File: src/rtl/exc_entry_pkg.sv
package exc_entry_pkg;
  localparam int unsigned XLEN     = 32;
  localparam int unsigned CODE_W   = 5;
  localparam int unsigned CODE_LSB = 2;
  localparam int unsigned BD_BIT   = 31;

  localparam logic [CODE_W-1:0] CODE_ILLEGAL = 5'd10;
  localparam logic [CODE_W-1:0] CODE_TRAP    = 5'd13;

  // Resume point: the branch ahead of a delay-slot instruction, else the instruction itself.
  function automatic logic [XLEN-1:0] restart_addr(input logic [XLEN-1:0] pc,
                                                   input logic            slot,
                                                   input logic [XLEN-1:0] step);
    restart_addr = slot ? (pc - step) : pc;
  endfunction

  function automatic logic [XLEN-1:0] vector_addr(input logic            boot,
                                                  input logic [XLEN-1:0] norm_base,
                                                  input logic [XLEN-1:0] boot_base,
                                                  input logic [XLEN-1:0] offset);
    vector_addr = (boot ? boot_base : norm_base) + offset;
  endfunction
endpackage

File: src/rtl/exc_status_ctl.sv
module exc_status_ctl (
  input  logic clk,
  input  logic rst_n,
  input  logic exc_req,
  input  logic eret,
  output logic exl_q,
  output logic flush_q
);
  logic set_exl;
  logic clr_exl;

  assign set_exl = exc_req;
  assign clr_exl = eret & ~exc_req;

  always_ff @(posedge clk) begin
    if (!rst_n) begin
      exl_q   <= 1'b0;
      flush_q <= 1'b0;
    end else begin
      flush_q <= exc_req;
      if (set_exl)      exl_q <= 1'b1;
      else if (clr_exl) exl_q <= 1'b0;
    end
  end

  a_r6_exl_on_entry: assert property (@(posedge clk) disable iff (!rst_n)
    exc_req |=> exl_q);
  a_r6_exl_cleared: assert property (@(posedge clk) disable iff (!rst_n)
    (eret && !exc_req) |=> !exl_q);
  a_r7_flush_pulse: assert property (@(posedge clk) disable iff (!rst_n)
    exc_req |=> flush_q);
  a_r7_flush_idle: assert property (@(posedge clk) disable iff (!rst_n)
    !exc_req |=> !flush_q);
endmodule

File: src/rtl/exc_cause_reg.sv
module exc_cause_reg
  import exc_entry_pkg::*;
(
  input  logic              clk,
  input  logic              rst_n,
  input  logic              exc_req,
  input  logic              exl_q,
  input  logic              in_slot,
  input  logic [CODE_W-1:0] code_in,
  output logic [CODE_W-1:0] code_q,
  output logic              bd_q
);
  logic take_code;
  logic take_bd;

  assign take_code = exc_req;
  assign take_bd   = exc_req & ~exl_q;

  always_ff @(posedge clk) begin
    if (!rst_n) begin
      code_q <= '0;
      bd_q   <= 1'b0;
    end else begin
      if (take_code) code_q <= code_in;
      if (take_bd)   bd_q   <= in_slot;
    end
  end

  a_r2_code_loaded: assert property (@(posedge clk) disable iff (!rst_n)
    exc_req |=> code_q == $past(code_in));
  a_r4_bd_set: assert property (@(posedge clk) disable iff (!rst_n)
    (exc_req && !exl_q && in_slot) |=> bd_q);
  a_r3_bd_clear: assert property (@(posedge clk) disable iff (!rst_n)
    (exc_req && !exl_q && !in_slot) |=> !bd_q);
  a_r5_bd_frozen: assert property (@(posedge clk) disable iff (!rst_n)
    (exc_req && exl_q) |=> $stable(bd_q));
  a_r9_code_hold: assert property (@(posedge clk) disable iff (!rst_n)
    !exc_req |=> $stable(code_q));
endmodule

File: src/rtl/exc_epc_capture.sv
module exc_epc_capture
  import exc_entry_pkg::*;
#(
  parameter logic [XLEN-1:0] INSTR_BYTES = 32'd4
) (
  input  logic            clk,
  input  logic            rst_n,
  input  logic            exc_req,
  input  logic            exl_q,
  input  logic            in_slot,
  input  logic [XLEN-1:0] fault_pc,
  output logic [XLEN-1:0] epc_q
);
  logic            capture;
  logic [XLEN-1:0] resume_pc;

  assign capture   = exc_req & ~exl_q;
  assign resume_pc = restart_addr(fault_pc, in_slot, INSTR_BYTES);

  always_ff @(posedge clk) begin
    if (!rst_n)       epc_q <= '0;
    else if (capture) epc_q <= resume_pc;
  end

  a_r3_epc_own: assert property (@(posedge clk) disable iff (!rst_n)
    (exc_req && !exl_q && !in_slot) |=> epc_q == $past(fault_pc));
  a_r4_epc_branch: assert property (@(posedge clk) disable iff (!rst_n)
    (exc_req && !exl_q && in_slot) |=> epc_q + INSTR_BYTES == $past(fault_pc));
  a_r5_epc_frozen: assert property (@(posedge clk) disable iff (!rst_n)
    (exc_req && exl_q) |=> $stable(epc_q));
  a_r9_epc_hold: assert property (@(posedge clk) disable iff (!rst_n)
    !exc_req |=> $stable(epc_q));
endmodule

File: src/rtl/exc_vector_sel.sv
module exc_vector_sel
  import exc_entry_pkg::*;
#(
  parameter logic [XLEN-1:0] NORM_BASE = 32'h8000_0000,
  parameter logic [XLEN-1:0] BOOT_BASE = 32'hBFC0_0200,
  parameter logic [XLEN-1:0] VEC_OFF   = 32'h0000_0180
) (
  input  logic            clk,
  input  logic            rst_n,
  input  logic            exc_req,
  input  logic            boot_vec,
  output logic [XLEN-1:0] vec_pc
);
  logic [XLEN-1:0] target;

  assign target = vector_addr(boot_vec, NORM_BASE, BOOT_BASE, VEC_OFF);

  always_ff @(posedge clk) begin
    if (!rst_n)       vec_pc <= '0;
    else if (exc_req) vec_pc <= target;
  end

  a_r8_vec_boot: assert property (@(posedge clk) disable iff (!rst_n)
    (exc_req && boot_vec) |=> vec_pc - VEC_OFF == BOOT_BASE);
  a_r8_vec_norm: assert property (@(posedge clk) disable iff (!rst_n)
    (exc_req && !boot_vec) |=> vec_pc - VEC_OFF == NORM_BASE);
  a_r9_vec_hold: assert property (@(posedge clk) disable iff (!rst_n)
    !exc_req |=> $stable(vec_pc));
endmodule

File: src/rtl/exc_entry_unit.sv
module exc_entry_unit
  import exc_entry_pkg::*;
#(
  parameter logic [XLEN-1:0] NORM_BASE   = 32'h8000_0000,
  parameter logic [XLEN-1:0] BOOT_BASE   = 32'hBFC0_0200,
  parameter logic [XLEN-1:0] VEC_OFF     = 32'h0000_0180,
  parameter logic [XLEN-1:0] INSTR_BYTES = 32'd4
) (
  input  logic              clk,
  input  logic              rst_n,
  input  logic              exc_req,
  input  logic [CODE_W-1:0] exc_code,
  input  logic [XLEN-1:0]   fault_pc,
  input  logic              in_slot,
  input  logic              boot_vec,
  input  logic              eret,
  output logic [XLEN-1:0]   epc_q,
  output logic [XLEN-1:0]   cause_q,
  output logic              exl_q,
  output logic [XLEN-1:0]   vec_pc,
  output logic              flush_q
);
  logic [CODE_W-1:0] code_q;
  logic              bd_q;

  exc_status_ctl u_status (
    .clk(clk), .rst_n(rst_n), .exc_req(exc_req), .eret(eret),
    .exl_q(exl_q), .flush_q(flush_q)
  );

  exc_cause_reg u_cause (
    .clk(clk), .rst_n(rst_n), .exc_req(exc_req), .exl_q(exl_q),
    .in_slot(in_slot), .code_in(exc_code), .code_q(code_q), .bd_q(bd_q)
  );

  exc_epc_capture #(.INSTR_BYTES(INSTR_BYTES)) u_epc (
    .clk(clk), .rst_n(rst_n), .exc_req(exc_req), .exl_q(exl_q),
    .in_slot(in_slot), .fault_pc(fault_pc), .epc_q(epc_q)
  );

  exc_vector_sel #(.NORM_BASE(NORM_BASE), .BOOT_BASE(BOOT_BASE), .VEC_OFF(VEC_OFF)) u_vec (
    .clk(clk), .rst_n(rst_n), .exc_req(exc_req), .boot_vec(boot_vec), .vec_pc(vec_pc)
  );

  always_comb begin
    cause_q = '0;
    cause_q[CODE_LSB +: CODE_W] = code_q;
    cause_q[BD_BIT] = bd_q;
  end

  a_r2_cause_reserved_zero: assert property (@(posedge clk) disable iff (!rst_n)
    (cause_q & 32'h7FFF_FF83) == 32'h0);
  a_r7_flush_sets_level: assert property (@(posedge clk) disable iff (!rst_n)
    flush_q |-> exl_q);
endmodule

File: config.mk
export PLATFORM = sky130hd
export DESIGN_NAME = exc_entry_unit
export DESIGN_NICKNAME = d
export VERILOG_FILES = /design/src/rtl/exc_entry_pkg.sv /design/src/rtl/exc_status_ctl.sv /design/src/rtl/exc_cause_reg.sv /design/src/rtl/exc_epc_capture.sv /design/src/rtl/exc_vector_sel.sv /design/src/rtl/exc_entry_unit.sv
export SDC_FILE = /design/constraint.sdc
export NUM_CORES = 1
export LEC_CHECK = 0
export BUFFER_PORTS_ARGS = -buffer_cell sky130_fd_sc_hd__buf_2
export CAP_MARGIN = 20
export CORE_AREA = 10 10 97 73
export CTS_CLUSTER_DIAMETER = 200
export DETAILED_ROUTE_END_ITERATION = 12
export DIE_AREA = 0 0 107 83
export PLACE_DENSITY = 0.84
export SYNTH_ARGS = -nofsm -noshare
export SYNTH_HDL_FRONTEND = slang
export SYNTH_SLANG_ARGS = --single-unit
File: constraint.sdc
create_clock -name clk -period 3.8 [get_ports clk]
set_clock_uncertainty 0.2 [all_clocks]
set_input_delay 0.38 -clock clk [delete_from_list [all_inputs] [get_ports clk]]
set_output_delay 0.38 -clock clk [all_outputs]
set_load 0.05 [all_outputs]
**Word-level counts from Yosys, hierarchy flattened**

Cells that the tools add are included.

- Bits in registers: 72
- Output and inout port bits: 98
- Logic and storage cells: 17

- Add/subtract/negate cells: 2
- Mux-type cells: 4
- Bitwise gates (word level): 4
- Reduce and logical (&&, ||, !) cells: 1

Operators with widths:

| cell | count |
|---|---|
| $add A32 B9 Y32 const B | 1 |
| $mux W32 | 1 |
| $sub A32 B3 Y32 const B | 1 |
| $mux W30 | 1 |
| $and A1 B1 Y1 | 2 |
| $mux W1 | 2 |
| $not A1 Y1 | 2 |
| $reduce_bool A2 Y1 | 1 |

**Longest topological paths before layout**

Gate-level depths: netlist (run 1).

- Depth in word-level cells: 4
- Mapped depth: 7

**Modules after synthesis**

From an unflattened synthesis (run 1), not the netlist that was laid out.

- Cells, all modules: 298
- Area, all modules: 2494.9 µm²

Modules (own cells, without submodules):

| module | instances | cells an instance | area an instance (µm²) | sequential area each (µm²) |
|---|---|---|---|---|
| exc_epc_capture | 1 | 208 | 1684.1 | 640.6 |
| exc_vector_sel | 1 | 36 | 292.8 | 40.0 |
| exc_cause_reg | 1 | 21 | 244.0 | 120.1 |
| exc_entry_unit | 1 | 28 | 206.4 | 0.0 |
| exc_status_ctl | 1 | 5 | 67.6 | 40.0 |

**Worst setup path before layout (run 1)**

No wires, ideal clock.

- Path type: input to register
- Start point: in fault_pc[24]
- End point: reg u_epc.epc_q[31]
- Setup time: 0.074 ns
- Arrival time: 2.275 ns
- Required time: 3.526 ns
- Path slack: 1.251 ns
- Stages: 5
- Path through: or4_4 -> or4_4 -> or3_4 -> or4_1 -> a31oi_1

- Word-level cells in the longest chain between the ends: 2

RTL lines:

| element | line | RTL |
|---|---|---|
| start, declared | exc_entry_unit.sv:13 | `input logic [XLEN-1:0] fault_pc,` |
| $sub A32 B3 Y32 | exc_entry_pkg.sv:14 | `restart_addr = slot ? (pc - step) : pc;` |
| $mux W32 | exc_entry_pkg.sv:14 |  |
| end signal, assigned | exc_epc_capture.sv:22 | `else if (capture) epc_q <= resume_pc;` |
| end, declared | exc_epc_capture.sv:12 | `output logic [XLEN-1:0] epc_q` |

No other way between the ends.
A chain may end at the register's enable or synchronous reset.

**Final worst setup path (run 1)**

Ends and elaborated chain as after synthesis.

==> results.md, run 1 <==
- YS warnings: 0
- Avg Cell Area, Syn: 8.28 um^2
- Sequential area share after synthesis: 0.353
- I/O Buffers: 94
- Vias per inst: 4.71
- CP required: 3.83 ns
- Grt total ovfl: 0
- Layout cells sized above 1: 0.307
- Post-synth top flop: dfxtp_1
- # Post-CTS Setup Buffers: 0
- Die Wd: 107 um
- Final Hold Fails: 0
- Clk slew on worst S/H paths: 0.09 ns
- CP max stage cell: or4_4
- WS Path Type: in2reg
- CP Capture Type: register
- Final net count: 408
- Minimum clock period: 2.44 ns
- Core Rows: 22
- PD cells: ~430 mW/mm^2
- Internal Power: 695 uW
- Initial antenna violation count: 0
- Final core occ: 0.530
- I/O pin count: around 140
- Clock Sink Count: 42
- Switch Pwr: 492 uW
- Die height: between 80 and 90 um
- Slew margin rel.: 0.507
- Clock tree root driver cell: clkbuf_8
- Pin slew with the least headroom to its limit: 0.737 ns
- Synthesized cell area: 0.00238 mm^2
- Clock buffer depth: 2
- Initial DRC Count: 52
- Crit share post-route: 0.641
- Post-DP HPWL: 5.51 mm
- Synth Register Bits: 42
- TritonRoute pass-1 iters: 4
- Layout area overhead: 15.1%
- Sequential Power Share: 0.411
- Peak supply drop: 223 uV
- Core area: between 0.005 and 0.006 mm^2
- Global placer's final weighted congestion: roughly 0.82
- Die area: 0.00888 mm^2
- Count of pins over their slew limit: 0
- Power share of the clock group: 0.252
- Unique masters post-synth: 34
- Setup total negative slack: 0 ns
- WP buf/inv: 1
- Post-DRT Antenna Nets: 0
- # DRC: 0
- CP arrival: 2.46 ns
- Fmax achieved: 0.411 GHz
- CTS Hold Buffers Added: 0
- GRT Util Overall: 0.148
- First-pass GRT wire length: approximately 11 mm
- Net Sw Frac: 0.414
- Via count: 2059
- Number of global-route vias before repair: around 2100
- CTS tree: built
- WL per Instance: between 15 and 20 um
- Status: complete, no violations
- Cts bufs inserted: 5
- CP max stage delay: 0.55 ns
- CP cell instances: buf_2, or4_4, or4_4, or3_4, or4_1, a31oi_1
- Leakage: between 0.001 and 0.0015 uW
- Crit path max fanout: 4
- Family with the most delay on the worst path: simple AND/OR/NAND/NOR gates
- Setup violators final: 0
- Hold crit path type: in2reg
- Logic gate share of total power: 0.337
- Most frequent cell on the critical path: or4_4
- Fill cells: 543
- Storage cell area: around 840 um^2
- Synth Instances: approximately 290
- EDFF count, synth: 0
- Asr flop ratio synth: 0
- RSZ-0062 raised after global routing: no
- Later-pin clock latency in the skew report: 0.28 ns
- Post_cts resized: 0
- Total Wirelength: 6.72 mm
- Max Cap Viol: 0
- Pin count of the biggest net entering global routing: 40
- Initial Util: 0.461
- Startpoint Class: primary input
- H-tree lvl count: 2
- Area of the multi-input gates: 0.00122 mm^2
- Diode count: 0
metal layers:
layer	track usage	up-vias	part of all wire
met2	0.257	58	0.51
met3	0.0594	7	0.079
li1	-	1039	-
met4	0.0341	0	0.0097
met5	0	-	0
met1	0.164	955	0.40
area by class of cell:
type,count,area share
tap,72,0.0328
inverter,4,0.00547
clock buffer,6,0.0301
clock inverter,2,0.00456
sequential,42,0.306
multi-input combinational,216,0.446
timing repair buffer,95,0.174
metrics by stage:
step	hold WS (ns)	total power, uW	cells	cell area (um^2)	setup slack (ns)
finish	0.128	1190	437	2740	1.36
global route	0.140	1250	437	2740	1.29
CTS	0.118	1200	437	2740	1.37
detailed placement	0.243	896	429	2650	1.06
global placement	0.239	890	429	2650	1.10
floorplan	0.237	851	333	2550	1.25
state kept, by name, indices dropped and copies added, names as in the netlist:
signal	flops
u_cause.code_q	5
u_epc.epc_q	32
u_status.flush_q	1
u_status.exl_q	1
u_cause.bd_q	1
u_vec.vec_pc	2
power by group through the flow:
stage | Sequential (uW) | Combinational (uW) | Clock [uW]
floorplan | 609 | 242 | 0
global placement | 496 | 393 | 0
detailed placement | 498 | 398 | 0
CTS | 488 | 399 | 308
global route | 493 | 424 | 331
finish | 488 | 399 | 299
synthesized netlist by cell type (all sizes together) (2+ instances only):
master  instances  share of area
o21ai          21          0.044
a31oi           2         0.0052
nand2b          2         0.0052
dfxtp          42           0.35
buf            57           0.18
mux2i           6          0.025
nor4b           2          0.010
nor2           22          0.035
or3             4          0.013
inv             4         0.0063
nor3           12          0.025
nand2          14          0.022
nand3           3         0.0063
xnor2          19          0.070
a211oi          8          0.025
or2             3         0.0079
clkbuf         14          0.022
a21oi          23          0.048
xor2            7          0.026
or4             5          0.019
nor4            9          0.024
kinds of logic (layout without fill, tap and decap cells):
| family | Yosys count | in the layout | synth area share |
|---|---|---|---|
| and+or+nand+nor | 80 | 80 | 0.179 |
| buffers and inverters | 75 | 107 | 0.208 |
| AOI/OAI and AO/OA | 57 | 57 | 0.133 |
| DFF | 42 | 42 | 0.353 |
| xor gates and xnor gates | 26 | 26 | 0.0955 |
| muxes | 6 | 6 | 0.0252 |
| adders and majority gates | 1 | 1 | 0.00525 |
| other | 1 | 46 | 0.00157 |
worst min-delay path, cell delays in order:
cell     delay [ns]
buf_2          0.10
nand2_1        0.05
a21oi_1        0.05
cells in the final DEF (no fill, tap or decap), types with 3 or more instances in the layout:
master    instances
xor2_1            7
conb_1           46
buf_2            94
nor3_1           12
or3_1             3
o21ai_0          21
clkbuf_8          6
a21oi_1          23
dfxtp_1          42
or2_2             3
nor4_1            9
a211oi_1          8
mux2i_1           6
nor2_1           22
inv_1             4
nand3_1           3
xnor2_1          19
nand2_1          14
worst paths after layout:
kind	startpoint	end	slack, ns	cells after the start
min reg2reg	u_epc.epc_q[1]$_SDFFE_PN0P_	u_epc.epc_q[1]$_SDFFE_PN0P_	0.25	2
min	fault_pc[1]	u_epc.epc_q[1]$_SDFFE_PN0P_	0.13	3
max reg2reg	u_status.exl_q$_SDFFE_PN0P_	u_epc.epc_q[21]$_SDFFE_PN0P_	1.93	4
max	fault_pc[24]	u_epc.epc_q[31]$_SDFFE_PN0P_	1.36	6
(Power assumes the default switching activity.)
==> run 2, diff against run 1 <==
--- a/config.mk
+++ b/config.mk
@@ -7,11 +7,11 @@
 export LEC_CHECK = 0
 export BUFFER_PORTS_ARGS = -buffer_cell sky130_fd_sc_hd__buf_2
 export CAP_MARGIN = 20
-export CORE_AREA = 10 10 97 73
+export CORE_AREA = 10 10 99 75
 export CTS_CLUSTER_DIAMETER = 200
 export DETAILED_ROUTE_END_ITERATION = 12
-export DIE_AREA = 0 0 107 83
-export PLACE_DENSITY = 0.84
+export DIE_AREA = 0 0 109 85
+export PLACE_DENSITY = 0.8
 export SYNTH_ARGS = -nofsm -noshare
 export SYNTH_HDL_FRONTEND = slang
 export SYNTH_SLANG_ARGS = --single-unit
==> constraint.sdc (replaced) <==
create_clock -name clk -period 2.3 [get_ports clk]
set_clock_uncertainty 0.2 [all_clocks]
set_input_delay 0.23 -clock clk [delete_from_list [all_inputs] [get_ports clk]]
set_output_delay 0.23 -clock clk [all_outputs]
set_load 0.05 [all_outputs]
==> run 2 against run 1 <==
  * Via count grew 1.3%
  * Register-to-register slack lost 1.1 ns
  * Global-route usage shrank 1.0 points
  * Sequential power grew 65%
==> results.md, run 2 (synthesis results as in run 1) <==
- Diode count: 0 (unchanged)
- Post-DP HPWL: 5.41 mm (was 5.51 mm)
- Number of global-route vias before repair: 2097 (was 2099)
- RSZ-0062 raised after global routing: no (unchanged)
- Layout area overhead: 21.9% (was 15.1%)
- Count of pins over their slew limit: 0 (unchanged)
- Initial DRC Count: 93 (was 52)
- Total Wirelength: 6.81 mm (was 6.72 mm)
- CP max stage delay: 0.54 ns (was 0.55 ns)
- Vias per inst: 4.60 (was 4.71)
- Initial antenna violation count: 0 (unchanged)
- Leakage: 0.00134 uW (was 0.00126 uW)
- Core area: 0.00555 mm^2 (was 0.00517 mm^2)
- Max reg flops: 32 (unchanged)
- Via count: 2085 (was 2059)
- TritonRoute pass-1 iters: 4 (unchanged)
- Slew margin rel.: 0.535 (was 0.507)
- Peak supply drop: 330 uV (was 223 uV)
- Clock Sink Count: 42 (unchanged)
- WL per Instance: 15.0 um (was 15.4 um)
- CTS tree: built (unchanged)
- Crit share post-route: 0.987
- Pin slew with the least headroom to its limit: 0.697 ns (was 0.737 ns)
- Setup violators final: 0 (unchanged)
- Minimum clock period: between 2 and 2.5 ns
- WS Path Type: in2reg (unchanged)
- PD cells: 713 mW/mm^2 (was 432 mW/mm^2)
- CP required: 2.31 ns (was 3.83 ns)
- CP max stage cell: or4_4 (unchanged)
- Most frequent cell on the critical path: or4_4 (unchanged)
- Post-DRT Antenna Nets: 0 (unchanged)
- Worst slack, placed: -0.314 ns (was 1.06 ns)
- Net Sw Frac: 0.387 (was 0.414)
- Die Wd: 109 um (was 107 um)
- Most frequent cells in the layout: buf_2, conb_1, dfxtp_1 (unchanged)
- Grt total ovfl: 0 (unchanged)
- Cts bufs inserted: 5 (unchanged)
- Worst hold slack: 0.00967 ns (was 0.128 ns)
- Clock tree root driver cell: clkbuf_8 (unchanged)
- Fmax achieved: between 0.4 and 0.5 GHz
- Core Rows: 23 (was 22)
- Fin cells: 453 (was 437)
- I/O pin count: 141 (unchanged)
- Clock buffer depth: 2 (unchanged)
- Top reg by flops: u_epc.epc_q (unchanged)
- Final Hold Fails: 0 (unchanged)
- First-pass GRT wire length: 10.4 mm (was 10.8 mm)
- Max Cap Viol: 0 (unchanged)
- CP arrival: 2.28 ns (was 2.46 ns)
- I/O Buffers: 94 (unchanged)
- Final core occ: 0.523 (was 0.530)
- Power share of the clock group: 0.284 (was 0.252)
- Final Power: 2070 uW (was 1190 uW)
- Crit path max fanout: 4 (unchanged)
- Startpoint Class: primary input (unchanged)
- Dpl cells: 439 (was 429)
- Die height: 85 um (was 83 um)
- Layout cells sized above 1: 0.312 (was 0.307)
- Global placer's final weighted congestion: 0.805 (was 0.825)
- Hold crit path type: in2reg (unchanged)
- Post-route setup slack: 0.0307 ns (was 1.36 ns)
- Largest registers: u_epc.epc_q: 32 flops, u_cause.code_q: 5 flops, u_vec.vec_pc: 2 flops (unchanged)
- Commonest non-fill, non-tap cell in the layout: buf_2 (unchanged)
- CP Capture Type: register (unchanged)
- # DRC: 0 (unchanged)
- H-tree lvl count: 2 (unchanged)
- Clk slew on worst S/H paths: 0.08 ns (was 0.09 ns)
- Later-pin clock latency in the skew report: 0.28 ns (about the same)
- Final net count: 422 (was 408)
- Logic gate share of total power: 0.327 (was 0.337)
- Status: complete, no violations (unchanged)
- Internal Power: 1270 uW (was 695 uW)
- CP cell instances: buf_6, or4_4, or4_4, or3_4, or4_1, a31oi_1 (was buf_2, or4_4, or4_4, or3_4, or4_1, a31oi_1)
- GRT Util Overall: 0.138 (was 0.148)
- Initial Util: 0.429 (was 0.461)
- Switch Pwr: 803 uW (was 492 uW)
- Sequential Power Share: 0.389 (was 0.411)
- Pin count of the biggest net entering global routing: 51 (was 40)
- Die area: 0.00927 mm^2 (was 0.00888 mm^2)
run 2: layer usage:
metal,global-route usage,part of all wire,vias up
met3,0.0491,0.081,4
met1,0.156,0.40,960
li1,-,-,1060
met5,0,0,-
met2,0.244,0.51,61
met4,0.0275,0.0070,0
run 2: worst paths after layout:
check                                    from  cells after the start                        endpoint  slack (ns)
setup reg to reg  u_status.exl_q$_SDFFE_PN0P_                      4    u_epc.epc_q[31]$_SDFFE_PN0P_        0.83
hold / removal                    exc_code[2]                      3  u_cause.code_q[2]$_SDFFE_PN0P_        0.01
setup / recovery                 fault_pc[24]                      6    u_epc.epc_q[31]$_SDFFE_PN0P_        0.03
hold reg to reg   u_epc.epc_q[1]$_SDFFE_PN0P_                      2     u_epc.epc_q[1]$_SDFFE_PN0P_        0.25
run 2: worst max-delay path, delay by kind of cell:
kind	cells	cell delay, ns
buf+inv	1	0.09
compound gates	1	0.15
simple gates	4	1.80
run 2: power by group through the flow:
stage	sequential [uW]	clock (uW)	combinational [uW]
global route	813	633	719
finish	806	588	678
floorplan	1010	0	400
CTS	807	606	676
global placement	820	0	660
detailed placement	823	0	666
run 2: timing repair:
action | in CTS | in global routing
pin swaps | 1 | 0
gates cloned | 0 | 0
hold buffers | 7 | 0
resized for setup | 0 | 1
setup endpoints to repair | 1 | 1
hold endpoints to repair | 7 | 0
setup buffers | 0 | 0
run 2: per-stage QoR:
step | setup TNS (ns) | area, um^2
after floorplan | -0.0987 | 2550
after detailed placement | -0.460 | 2720
after CTS | 0 | 2900
after global placement | -0.359 | 2720
after global routing | 0 | 2910
final | 0 | 2910
run 2: area by class of cell:
type	count	area, um^2
Inverter	4	15.0
Clock buffer	6	82.6
Tap cell	75	93.8
Clock inverter	1	30.0
Timing Repair Buffer	109	619
Sequential cell	42	841
Fill cell	567	2650
Multi-Input combinational cell	216	1220
